`src/rtl/apt_pkg.sv`:
```
package apt_pkg;
  localparam int unsigned SEL_W     = 3;
  localparam int unsigned FIELD_W   = SEL_W + 1;
  localparam int unsigned MAX_SHIFT = (1 << SEL_W) - 2;
  localparam int unsigned MAX_DELAY = 1 << MAX_SHIFT;
  localparam int unsigned CNT_W     = $clog2(MAX_DELAY + 1);

  typedef logic [FIELD_W-1:0] ctrl_t;
  typedef logic [SEL_W-1:0]   sel_t;
  typedef logic [CNT_W-1:0]   cnt_t;

  localparam ctrl_t CTRL_RESET = ctrl_t'(1) << SEL_W;
  localparam cnt_t  CNT_TOP    = cnt_t'(MAX_DELAY);

  // Select code to delay: zero for code 0, otherwise 2^(code-1).
  function automatic cnt_t delay_of(input sel_t sel);
    cnt_t d;
    if (sel == '0) d = '0;
    else           d = cnt_t'(1) << (sel - sel_t'(1));
    return d;
  endfunction

  // Increment that holds at the terminal count.
  function automatic cnt_t sat_inc(input cnt_t c);
    cnt_t r;
    if (c >= CNT_TOP) r = CNT_TOP;
    else              r = c + cnt_t'(1);
    return r;
  endfunction
endpackage

```
`src/rtl/apt_ctrl_reg.sv`:
```
module apt_ctrl_reg
  import apt_pkg::*;
#(
  parameter ctrl_t RESET_VAL = CTRL_RESET
) (
  input  logic  clk,
  input  logic  rst_n,
  input  logic  wr_en,
  input  ctrl_t wr_field,
  output ctrl_t field_q
);
  always_ff @(posedge clk or negedge rst_n) begin
    if (!rst_n)     field_q <= RESET_VAL;
    else if (wr_en) field_q <= wr_field;
  end
endmodule

```
`src/rtl/apt_frame_counter.sv`:
```
module apt_frame_counter
  import apt_pkg::*;
(
  input  logic clk,
  input  logic rst_n,
  input  logic frame_active,
  output cnt_t count_q,
  output logic at_top
);
  always_ff @(posedge clk or negedge rst_n) begin
    if (!rst_n)            count_q <= '0;
    else if (!frame_active) count_q <= '0;
    else                   count_q <= sat_inc(count_q);
  end

  assign at_top = (count_q == CNT_TOP);
endmodule

```
`src/rtl/apt_enable_logic.sv`:
```
module apt_enable_logic
  import apt_pkg::*;
(
  input  ctrl_t field,
  input  cnt_t  count,
  input  logic  frame_active,
  input  logic  other_req,
  output logic  preempt_off,
  output logic  delay_met,
  output logic  preempt_en
);
  cnt_t threshold;

  always_comb begin
    threshold   = delay_of(field[SEL_W-1:0]);
    preempt_off = field[FIELD_W-1];
    delay_met   = frame_active && (count >= threshold);
    preempt_en  = delay_met && !preempt_off && other_req;
  end
endmodule

```
`src/rtl/arb_preempt_timer.sv`:
```
module arb_preempt_timer
  import apt_pkg::*;
(
  input  logic               clk,
  input  logic               rst_n,
  input  logic               cfg_wr_en,
  input  logic [FIELD_W-1:0] cfg_wr_field,
  output logic [FIELD_W-1:0] cfg_field,
  input  logic               frame_active,
  input  logic               other_req,
  output logic               preempt_en
);
  cnt_t count_q;
  logic at_top;
  logic preempt_off;
  logic delay_met;

  apt_ctrl_reg #(.RESET_VAL(CTRL_RESET)) u_ctrl (
    .clk      (clk),
    .rst_n    (rst_n),
    .wr_en    (cfg_wr_en),
    .wr_field (cfg_wr_field),
    .field_q  (cfg_field)
  );

  apt_frame_counter u_cnt (
    .clk          (clk),
    .rst_n        (rst_n),
    .frame_active (frame_active),
    .count_q      (count_q),
    .at_top       (at_top)
  );

  apt_enable_logic u_en (
    .field        (cfg_field),
    .count        (count_q),
    .frame_active (frame_active),
    .other_req    (other_req),
    .preempt_off  (preempt_off),
    .delay_met    (delay_met),
    .preempt_en   (preempt_en)
  );
endmodule

```
`config.mk`:
```
export PLATFORM = sky130hd
export DESIGN_NAME = arb_preempt_timer
export DESIGN_NICKNAME = d
export VERILOG_FILES = /design/src/rtl/apt_pkg.sv /design/src/rtl/apt_ctrl_reg.sv /design/src/rtl/apt_frame_counter.sv /design/src/rtl/apt_enable_logic.sv /design/src/rtl/arb_preempt_timer.sv
export SDC_FILE = /design/constraint.sdc
export NUM_CORES = 1
export LEC_CHECK = 0
export CAP_MARGIN = 20
export CORE_MARGIN = 2
export CORE_UTILIZATION = 45
export DETAILED_ROUTE_END_ITERATION = 8
export DONT_BUFFER_PORTS = 1
export PLACE_DENSITY_LB_ADDON = 0.1
export SKIP_LAST_GASP = 1
export SYNTH_ARGS = -nofsm -noshare
export SYNTH_HDL_FRONTEND = slang
export SYNTH_SLANG_ARGS = --single-unit
export TNS_END_PERCENT = 20
```
`constraint.sdc`:
```
create_clock -name clk -period 1.69 [get_ports clk]
set_clock_uncertainty 0.05 [all_clocks]
set_input_delay 0.0845 -clock clk [delete_from_list [all_inputs] [get_ports clk]]
set_output_delay 0.0845 -clock clk [all_outputs]
set_load 0.05 [all_outputs]
```
== After elaboration in Yosys (flattened, before gate mapping) ==
Index checks and enable logic that the tools add are counted.

* Register bits after elaboration: 11
* Input port bits: 9
* Output and inout bits: 5
* Word-level logic and storage cells: 15

* Add/subtract/negate cells: 2
* $lt $le $gt $ge: 2
* Shift-type cells: 1
* Muxes and demuxes: 3
* Reductions and logical operators: 5

{| class="wikitable"
|+ Operators by type and width
! kind !! count
|-
| $mux W7 || 3
|-
| $add A7 B1 Y7 const B || 1
|-
| $ge A7 B7 Y1 || 1
|-
| $ge A7 B7 Y1 const B || 1
|-
| $shl A1 B3 Y7 const A || 1
|-
| $logic_and A1 B1 Y1 || 3
|-
| $logic_not A3 Y1 || 1
|-
| $sub A3 B1 Y3 const B || 1
|-
| $logic_not A1 Y1 || 1
|}

== Depth between registers and ports, before layout ==
Gate-level depths: netlist (run 1).

* Word-level depth: 7
* Depth in mapped cells: 7
* Gate-level depth less buffers: 7

== Hierarchy ==
Synthesis (run 1) repeated with hierarchy kept, for this count alone.

* Cell total of the unflattened synthesis: 66
* Area total of the unflattened synthesis: 708.2 um2

{| class="wikitable"
|+ Modules (own cells, without submodules)
! module !! instances !! cells an instance !! area each (um2) !! seq. area each (um2)
|-
| apt_frame_counter || 1 || 32 || 329.1 || 175.2
|-
| apt_enable_logic || 1 || 26 || 232.7 || 0.0
|-
| apt_ctrl_reg || 1 || 8 || 146.4 || 101.3
|}

== Worst setup path after synthesis (run 1) ==
No wires, ideal clock.

* Path type: register -> output
* Start point: register u_ctrl.field_q[1]
* End point: output preempt_en
* Arrival: 2.788 ns
* Required time: 1.556 ns
* Setup slack: -1.232 ns
* Cell stages (with the launch flop): 7
* Buffers on the path: 0
* Cell sequence: dfrtp_1 > or3b_2 > ha_1 > nand2_1 > o21ai_0 > a21oi_1 > nor3_1

* Longest elaborated chain between the ends: 7
* Elaborated cells on any way between the ends: 8
* Those cells by class: add/sub (1); order compare (1); shift (1); mux (1); reduce/logical (4)

{| class="wikitable"
|+ RTL lines
! what !! RTL line !! source
|-
| from (decl) || apt_ctrl_reg.sv:10 || <nowiki>output ctrl_t field_q</nowiki>
|-
| from (signal assigned) || apt_ctrl_reg.sv:14 || <nowiki>else if (wr_en) field_q <= wr_field;</nowiki>
|-
| $sub A3 B1 Y3 || apt_pkg.sv:19 || <nowiki>else d = cnt_t'(1) << (sel - sel_t'(1));</nowiki>
|-
| $shl A1 B3 Y7 || apt_pkg.sv:19 ||
|-
| $mux W7 * || apt_pkg.sv:18 || <nowiki>if (sel == '0) d = '0;</nowiki>
|-
| $ge A7 B7 Y1 * || apt_enable_logic.sv:17 || <nowiki>delay_met = frame_active && (count >= threshold);</nowiki>
|-
| $logic_and A1 B1 Y1 * || apt_enable_logic.sv:17 ||
|-
| $logic_and A1 B1 Y1 * (2 in series) || apt_enable_logic.sv:18 || <nowiki>preempt_en = delay_met && !preempt_off && other_req;</nowiki>
|-
| to (decl) || arb_preempt_timer.sv:11 || <nowiki>output logic preempt_en</nowiki>
|}

Mark *: on every way between the ends. The rest lies on a longest branch, timed or not.

== Worst setup path in the final report (run 1) ==
Ends and elaborated chain as after synthesis.

==> flow_summary.json, run 1 <==
{
  "antenna_found_initial": 0,
  "power.density_nw_per_um2": 750,
  "grt.total_usage_pct": 17.0,
  "dp_hpwl_um": 936,
  "clkTransAtPathRegs_ns": 0.07,
  "vias": 527,
  "drc": 0,
  "timing.final.crit_share_pct": 122,
  "cts_tree": "done",
  "grt_overflow": 0,
  "violations": "setup timing",
  "critPathKind": "flop to primary output",
  "status": "finished, violations left",
  "stdcell_count": 102,
  "required_ns": 1.56,
  "cts_root_buf": "clkbuf_4",
  "mappedNetlistArea_um2": 669,
  "synth_seq_cells": 11,
  "drv_slew": 0,
  "synth_warnings": 0,
  "ys_seq_area_share_pct": 41.3,
  "pwr-share-seq_pct": 45.0,
  "ys_types": 23,
  "pwr-share-comb_pct": 29.2,
  "min_path_type": "input pin to flop",
  "postCtsSetupBuffers": 0,
  "final_nets": 106,
  "dieArea_um2": 1810,
  "clock.fmax_ghz": 0.486,
  "core_area_um2": 1350,
  "n_fill_cell": 106,
  "wl_per_cell_um": 13.1,
  "synth-compound-area-share_pct": 6.92,
  "first_global_vias": 498,
  "diodes": 0,
  "dieHeight_um": 42.6,
  "area_delta_synth_final_pct": 36.8,
  "placementRows": 13,
  "endpoint_kind": "primary output",
  "syn-num-nets": 85,
  "h-tree-depth": 1,
  "leakage_nw": 0.411,
  "swShare_pct": 31.9,
  "postPlaceCellArea_um2": 771,
  "peakVddDrop_mv": 0.436,
  "drt-pass1-iter-count": 4,
  "syn_inst": 67,
  "slew_headroom_pct": 66.1,
  "tns_ns": -0.367,
  "die_w_um": 42.6,
  "setup_viol": 1,
  "path_max_fanout": 6,
  "dp_cells": 89,
  "start_util_pct": 49.6,
  "clk-insertion-delay-late_ns": 0.26,
  "final_common_cell": "dlygate4sd3_1",
  "drtIter0Drc": 10,
  "gp_congestion": 0.737,
  "switchingPower_w": 0.000219,
  "ant_nets": 0,
  "hold_viol_final": 0,
  "drive_gt1_share_pct": 31.0,
  "period_needed_ns": 2.06,
  "internal_power_w": 0.000468,
  "multiInputGateArea_um2": 417,
  "seqCellArea_um2": 280,
  "cts_num_sinks": 11,
  "worst_ep_arrival_time_ns": 1.92,
  "tightest_slew_ns": 0.507,
  "viasPerCell": 5.17,
  "syn_avg_cell_area_um2": 9.99,
  "clk_path_buf_depth": 2,
  "synth_xor_area_share_pct": 3.93,
  "setup_slack_ns": -0.367,
  "yosys.area_share.simple_pct": 21.5,
  "port_buffers": 0,
  "grt_pass1_wl_mm": 2.29,
  "layout_common_cells": "9 x dlygate4sd3_1, 8 x ha_1, 7 x nor2_1, 7 x buf_4, 7 x dfrtp_1",
  "grt_max_degree": 12,
  "critPathLaunchType": "flop",
  "wl_mm": 1.34,
  "rsz0062_at_grt": "true",
  "ioPinCount": 14,
  "synth-adder-area-share_pct": 16.8,
  "postLayoutCellArea_um2": 916,
  "cap_viol_max_count": 0,
  "synthMuxAreaShare_pct": 6.73,
  "synth_top_family_by_area": "simple AND/OR/NAND/NOR gates",
  "cts_buffers": 3,
  "clock_power_share_pct": 25.9
}
worst paths after layout:
| check | depth (start not counted) | endpoint | from | slack (ns) |
|---|---|---|---|---|
| worst max-delay path | 7 | preempt_en | u_ctrl.field_q[1]$_DFFE_PN0P_ | -0.37 |
| max in group asynchronous | 1 | u_ctrl.field_q[2]$_DFFE_PN0P_ | rst_n | 1.05 |
| worst min register to register | 1 | u_cnt.count_q[0]$_DFF_PN0_ | u_cnt.count_q[0]$_DFF_PN0_ | 0.46 |
| min in group asynchronous | 1 | u_cnt.count_q[1]$_DFF_PN0_ | rst_n | 0.17 |
| worst max register to register | 3 | u_ctrl.field_q[1]$_DFFE_PN0P_ | u_ctrl.field_q[1]$_DFFE_PN0P_ | 0.06 |
| worst min-delay path | 2 | u_cnt.count_q[1]$_DFF_PN0_ | frame_active | 0.05 |
cell type report:
cell class                 count  area share [%]
multi-input combinational     52            45.5
sequential                    11            30.6
inverter                       3            1.23
tap                           15            2.05
timing repair buffer          17            17.8
clock buffer                   4            2.87
power by group through the flow:
stage	Clock, W	Combinational [W]	Sequential (W)
5_1_grt	0.000192	0.000220	0.000311
4_1_cts	0.000177	0.000196	0.000308
2_1_floorplan	0	0.0000904	0.000334
6_report	0.000178	0.000201	0.000309
3_3_place_gp	0	0.000156	0.000312
3_5_place_dp	0	0.000157	0.000313
registers in the layout, summed over array words and instances, names as in the netlist:
register,cells
u_cnt.count_q,7
u_ctrl.field_q,4
metrics by stage:
| step | setup WS [ns] | power, W | util, % | hold WS, ns |
|---|---|---|---|---|
| final | -0.367 | 0.000687 | 67.8 | 0.0451 |
| after global routing | -0.424 | 0.000723 | 67.8 | 0.0821 |
| after CTS | -0.337 | 0.000681 | 66.9 | 0.0565 |
| after detailed placement | -0.140 | 0.000470 | 57.1 | -0.261 |
| after global placement | -0.121 | 0.000468 | 57.1 | -0.261 |
| after floorplan | -0.406 | 0.000425 | - | -0.261 |
cells in the mapped netlist:
cell / instances / area [um^2]
a21oi_1: 5 / 25.0
a31oi_1: 1 / 6.26
and3_1: 1 / 6.26
buf_4: 1 / 7.51
dfrtp_1: 10 / 250
dfstp_2: 1 / 26.3
ha_1: 9 / 113
inv_1: 3 / 11.3
mux2_2: 4 / 45.0
nand2_1: 6 / 22.5
nand2b_1: 1 / 6.26
nand3_1: 2 / 10.0
nand3_2: 1 / 10.0
nand3b_1: 3 / 22.5
nor2_1: 7 / 26.3
nor2b_1: 2 / 12.5
nor3_1: 1 / 5.00
nor3b_1: 1 / 7.51
o21ai_0: 3 / 15.0
or3_1: 1 / 6.26
or3b_2: 1 / 8.76
xnor2_1: 1 / 8.76
xor2_1: 2 / 17.5
cell families (layout without fill, tap and decap cells):
group	count (synthesis)	in the layout
simple gates	27	27
mux	4	4
compound gates	9	9
xor+xnor	3	3
fa+ha+maj	9	9
buf+inv	4	24
flops	11	11
routing by layer:
metal | vias up | part of all wire [%] | routed length (um) | GRT usage (%)
li1 | 270 | - | - | -
met1 | 245 | 49 | 660 | 24.9
met2 | 10 | 46 | 614 | 23.7
met3 | 2 | 3.6 | 48 | 3.45
met4 | 0 | 1.1 | 15 | 7.50
met5 | - | 0 | 0 | 0
critical path, cell delays in order, from the launching register on:
cell and delay (ns):
dfrtp_2 0.41, or3b_4 0.38, ha_1 0.28, nand2_1 0.06, o21ai_2 0.13, a21oi_2 0.08
nor3_4 0.15, buf_12 0.16
repair_timing:
action	4_1_cts	5_1_grt
gates cloned	0	0
hold endpoints to repair	16	0
resized for setup	5	1
hold buffers	9	0
endpoints found under the setup margin	1	1
pin swaps	2	0
No activity file was read; power rests on OpenSTA's default activity.
==> run 2, diff against run 1 <==
- CELL_PAD_IN_SITES_DETAIL_PLACEMENT: default -> 1
- CELL_PAD_IN_SITES_GLOBAL_PLACEMENT: default -> 1
- CORE_UTILIZATION: 45 -> 40
==> flow_summary.json, run 2 (same netlist as run 1, synthesis figures left out) <==
{
  "cts_tree": "done",
  "layout_common_cells": "11 x buf_4, 9 x dlygate4sd3_1, 7 x nor2_1, 7 x dfrtp_1, 6 x ha_1",
  "clock_power_share_pct": 24.6,
  "start_util_pct": 43.4,
  "dieHeight_um": 44.9,
  "grt_overflow": 0,
  "vias": 596,
  "pwr-share-seq_pct": 42.2,
  "busiest_layer": "met2",
  "drtIter0Drc": 3,
  "clk_path_buf_depth": 2,
  "clock.fmax_ghz": 0.460,
  "first_global_vias": 700,
  "drc": 0,
  "min_path_type": "input pin to flop",
  "grt_max_degree": 12,
  "setup_slack_ns": -0.485,
  "port_buffers": 0,
  "path_max_fanout": 7,
  "grt.total_usage_pct": 23.2,
  "leakage_nw": 0.433,
  "h-tree-depth": 1,
  "internal_power_w": 0.000488,
  "met1_usage_pct": 25.8,
  "violations": "setup timing",
  "endpoint_kind": "primary output",
  "dp_hpwl_mm": 1.14,
  "gp_congestion": 0.756,
  "tightest_slew_ns": 0.525,
  "core_area_um2": 1540,
  "wl_per_cell_um": 20.5,
  "slew_headroom_pct": 64.9,
  "pwr-share-comb_pct": 33.2,
  "peakVddDrop_mv": 0.602,
  "period_needed_ns": 2.17,
  "tns_ns": -0.485,
  "critPathKind": "flop to primary output",
  "n_fill_cell": 161,
  "drv_slew": 0,
  "cpPeakStageDelay_ns": 0.41,
  "timing.final.crit_share_pct": 129,
  "rsz0062_at_grt": "true",
  "cts_buffers": 3,
  "die_w_um": 44.9,
  "worst_ep_arrival_time_ns": 2.04,
  "viasPerCell": 5.57,
  "final_common_cell": "buf_4",
  "drive_gt1_share_pct": 38.5,
  "setup_viol": 1,
  "crit_chain": "buf_4 -> nand3b_1 -> ha_4 -> nand2_2 -> o21ai_2 -> a21oi_2 -> nor3_4 -> buf_12",
  "largest-register": "u_cnt.count_q",
  "required_ns": 1.56,
  "critPathLaunchType": "flop",
  "met3_usage_pct": 7.20,
  "dieArea_um2": 2020,
  "cts_root_buf": "clkbuf_4",
  "hold_slack_ns": 0.0505,
  "grt_pass1_wl_mm": 3.19,
  "ioPinCount": 14,
  "hold_viol_final": 0,
  "reg2reg_depth": 3,
  "largest_reg_flops": 7,
  "status": "finished, violations left",
  "placementRows": 14,
  "final_nets": 110,
  "cap_viol_max_count": 0,
  "cts_num_sinks": 11,
  "hold_depth": 2,
  "wl_mm": 2.20,
  "power.density_nw_per_um2": 753,
  "multiInputGateArea_um2": 448,
  "clkTransAtPathRegs_ns": 0.07,
  "use_met2_pct": 41.4,
  "diodes": 0,
  "clk-insertion-delay-late_ns": 0.27,
  "crit_slowest_cell": "dfrtp_2",
  "antenna_found_initial": 0,
  "ant_nets": 0,
  "seqCellArea_um2": 280,
  "drt-pass1-iter-count": 4,
  "swShare_pct": 33.8,
  "switchingPower_w": 0.000249,
  "area_delta_synth_final_pct": 46.2,
  "reg_top3": "u_cnt.count_q x7, u_ctrl.field_q x4"
}
[run 2: changes by cell type in the layout (fill, tap and decap cells not counted)]
cell     previous run  this run
buf_4               7        11
nand2_1             6         5
nand2_2             0         1
ha_1                8         6
a21oi_1             3         2
ha_4                1         3
a21oi_2             2         3
[run 2: final cells by class]
type                            count  share of cell area, %
Clock buffer                        4                   2.69
Tap cell                           16                   2.05
Sequential cell                    11                   28.6
Timing Repair Buffer               21                   19.7
Inverter                            3                   1.15
Multi-Input combinational cell     52                   45.8
[run 2: power by group through the flow]
stage	combinational (W)	sequential, W	clock [W]
2_1_floorplan	0.0000904	0.000334	0
3_3_place_gp	0.000160	0.000311	0
3_5_place_dp	0.000166	0.000312	0
4_1_cts	0.000217	0.000308	0.000188
5_1_grt	0.000261	0.000312	0.000200
6_report	0.000244	0.000311	0.000181
[run 2: repair_timing]
item	4_1_cts	5_1_grt
hold buffers	9	0
endpoints found under the hold margin	16	0
setup buffers	2	0
setup endpoints to repair	1	1
gates resized for setup	5	5
cloned	0	0
pin swaps	6	0
[run 2: layer usage]
metal	vias to the layer above	part of all wire, %
li1	279	-
met1	298	41
met2	17	54
met3	2	4.0
met4	0	0.96
met5	-	0
[run 2: stage by stage]
stage / instance area, um^2 / util (%) / cells / setup slack [ns] / total power (W)
6_report: 978 / 63.5 / 107 / -0.485 / 0.000736
5_1_grt: 978 / 63.5 / 107 / -0.560 / 0.000774
4_1_cts: 946 / 61.4 / 107 / -0.417 / 0.000713
3_5_place_dp: 787 / 51.1 / 92 / -0.219 / 0.000478
2_1_floorplan: 687 / - / 67 / -0.406 / 0.000425
3_3_place_gp: 787 / 51.1 / 92 / -0.203 / 0.000471
[run 2: worst max-delay path: cells and delay by family (launching register included)]
kind / cells / cell delay [ns]
simple gates: 3 / 0.45
flops: 1 / 0.41
buf+inv: 2 / 0.33
compound gates: 2 / 0.24
fa+ha+maj: 1 / 0.33
[run 2: path summary, 6_finish.rpt]
check,start,to,slack (ns)
worst max register to register,u_ctrl.field_q[1]$_DFFE_PN0P_,u_ctrl.field_q[1]$_DFFE_PN0P_,0.06
min in group asynchronous,rst_n,u_cnt.count_q[5]$_DFF_PN0_,0.17
worst min register to register,u_cnt.count_q[0]$_DFF_PN0_,u_cnt.count_q[0]$_DFF_PN0_,0.50
worst min-delay path,frame_active,u_cnt.count_q[0]$_DFF_PN0_,0.05
worst max-delay path,u_ctrl.field_q[2]$_DFFE_PN0P_,preempt_en,-0.48
max in group asynchronous,rst_n,u_ctrl.field_q[2]$_DFFE_PN0P_,1.04
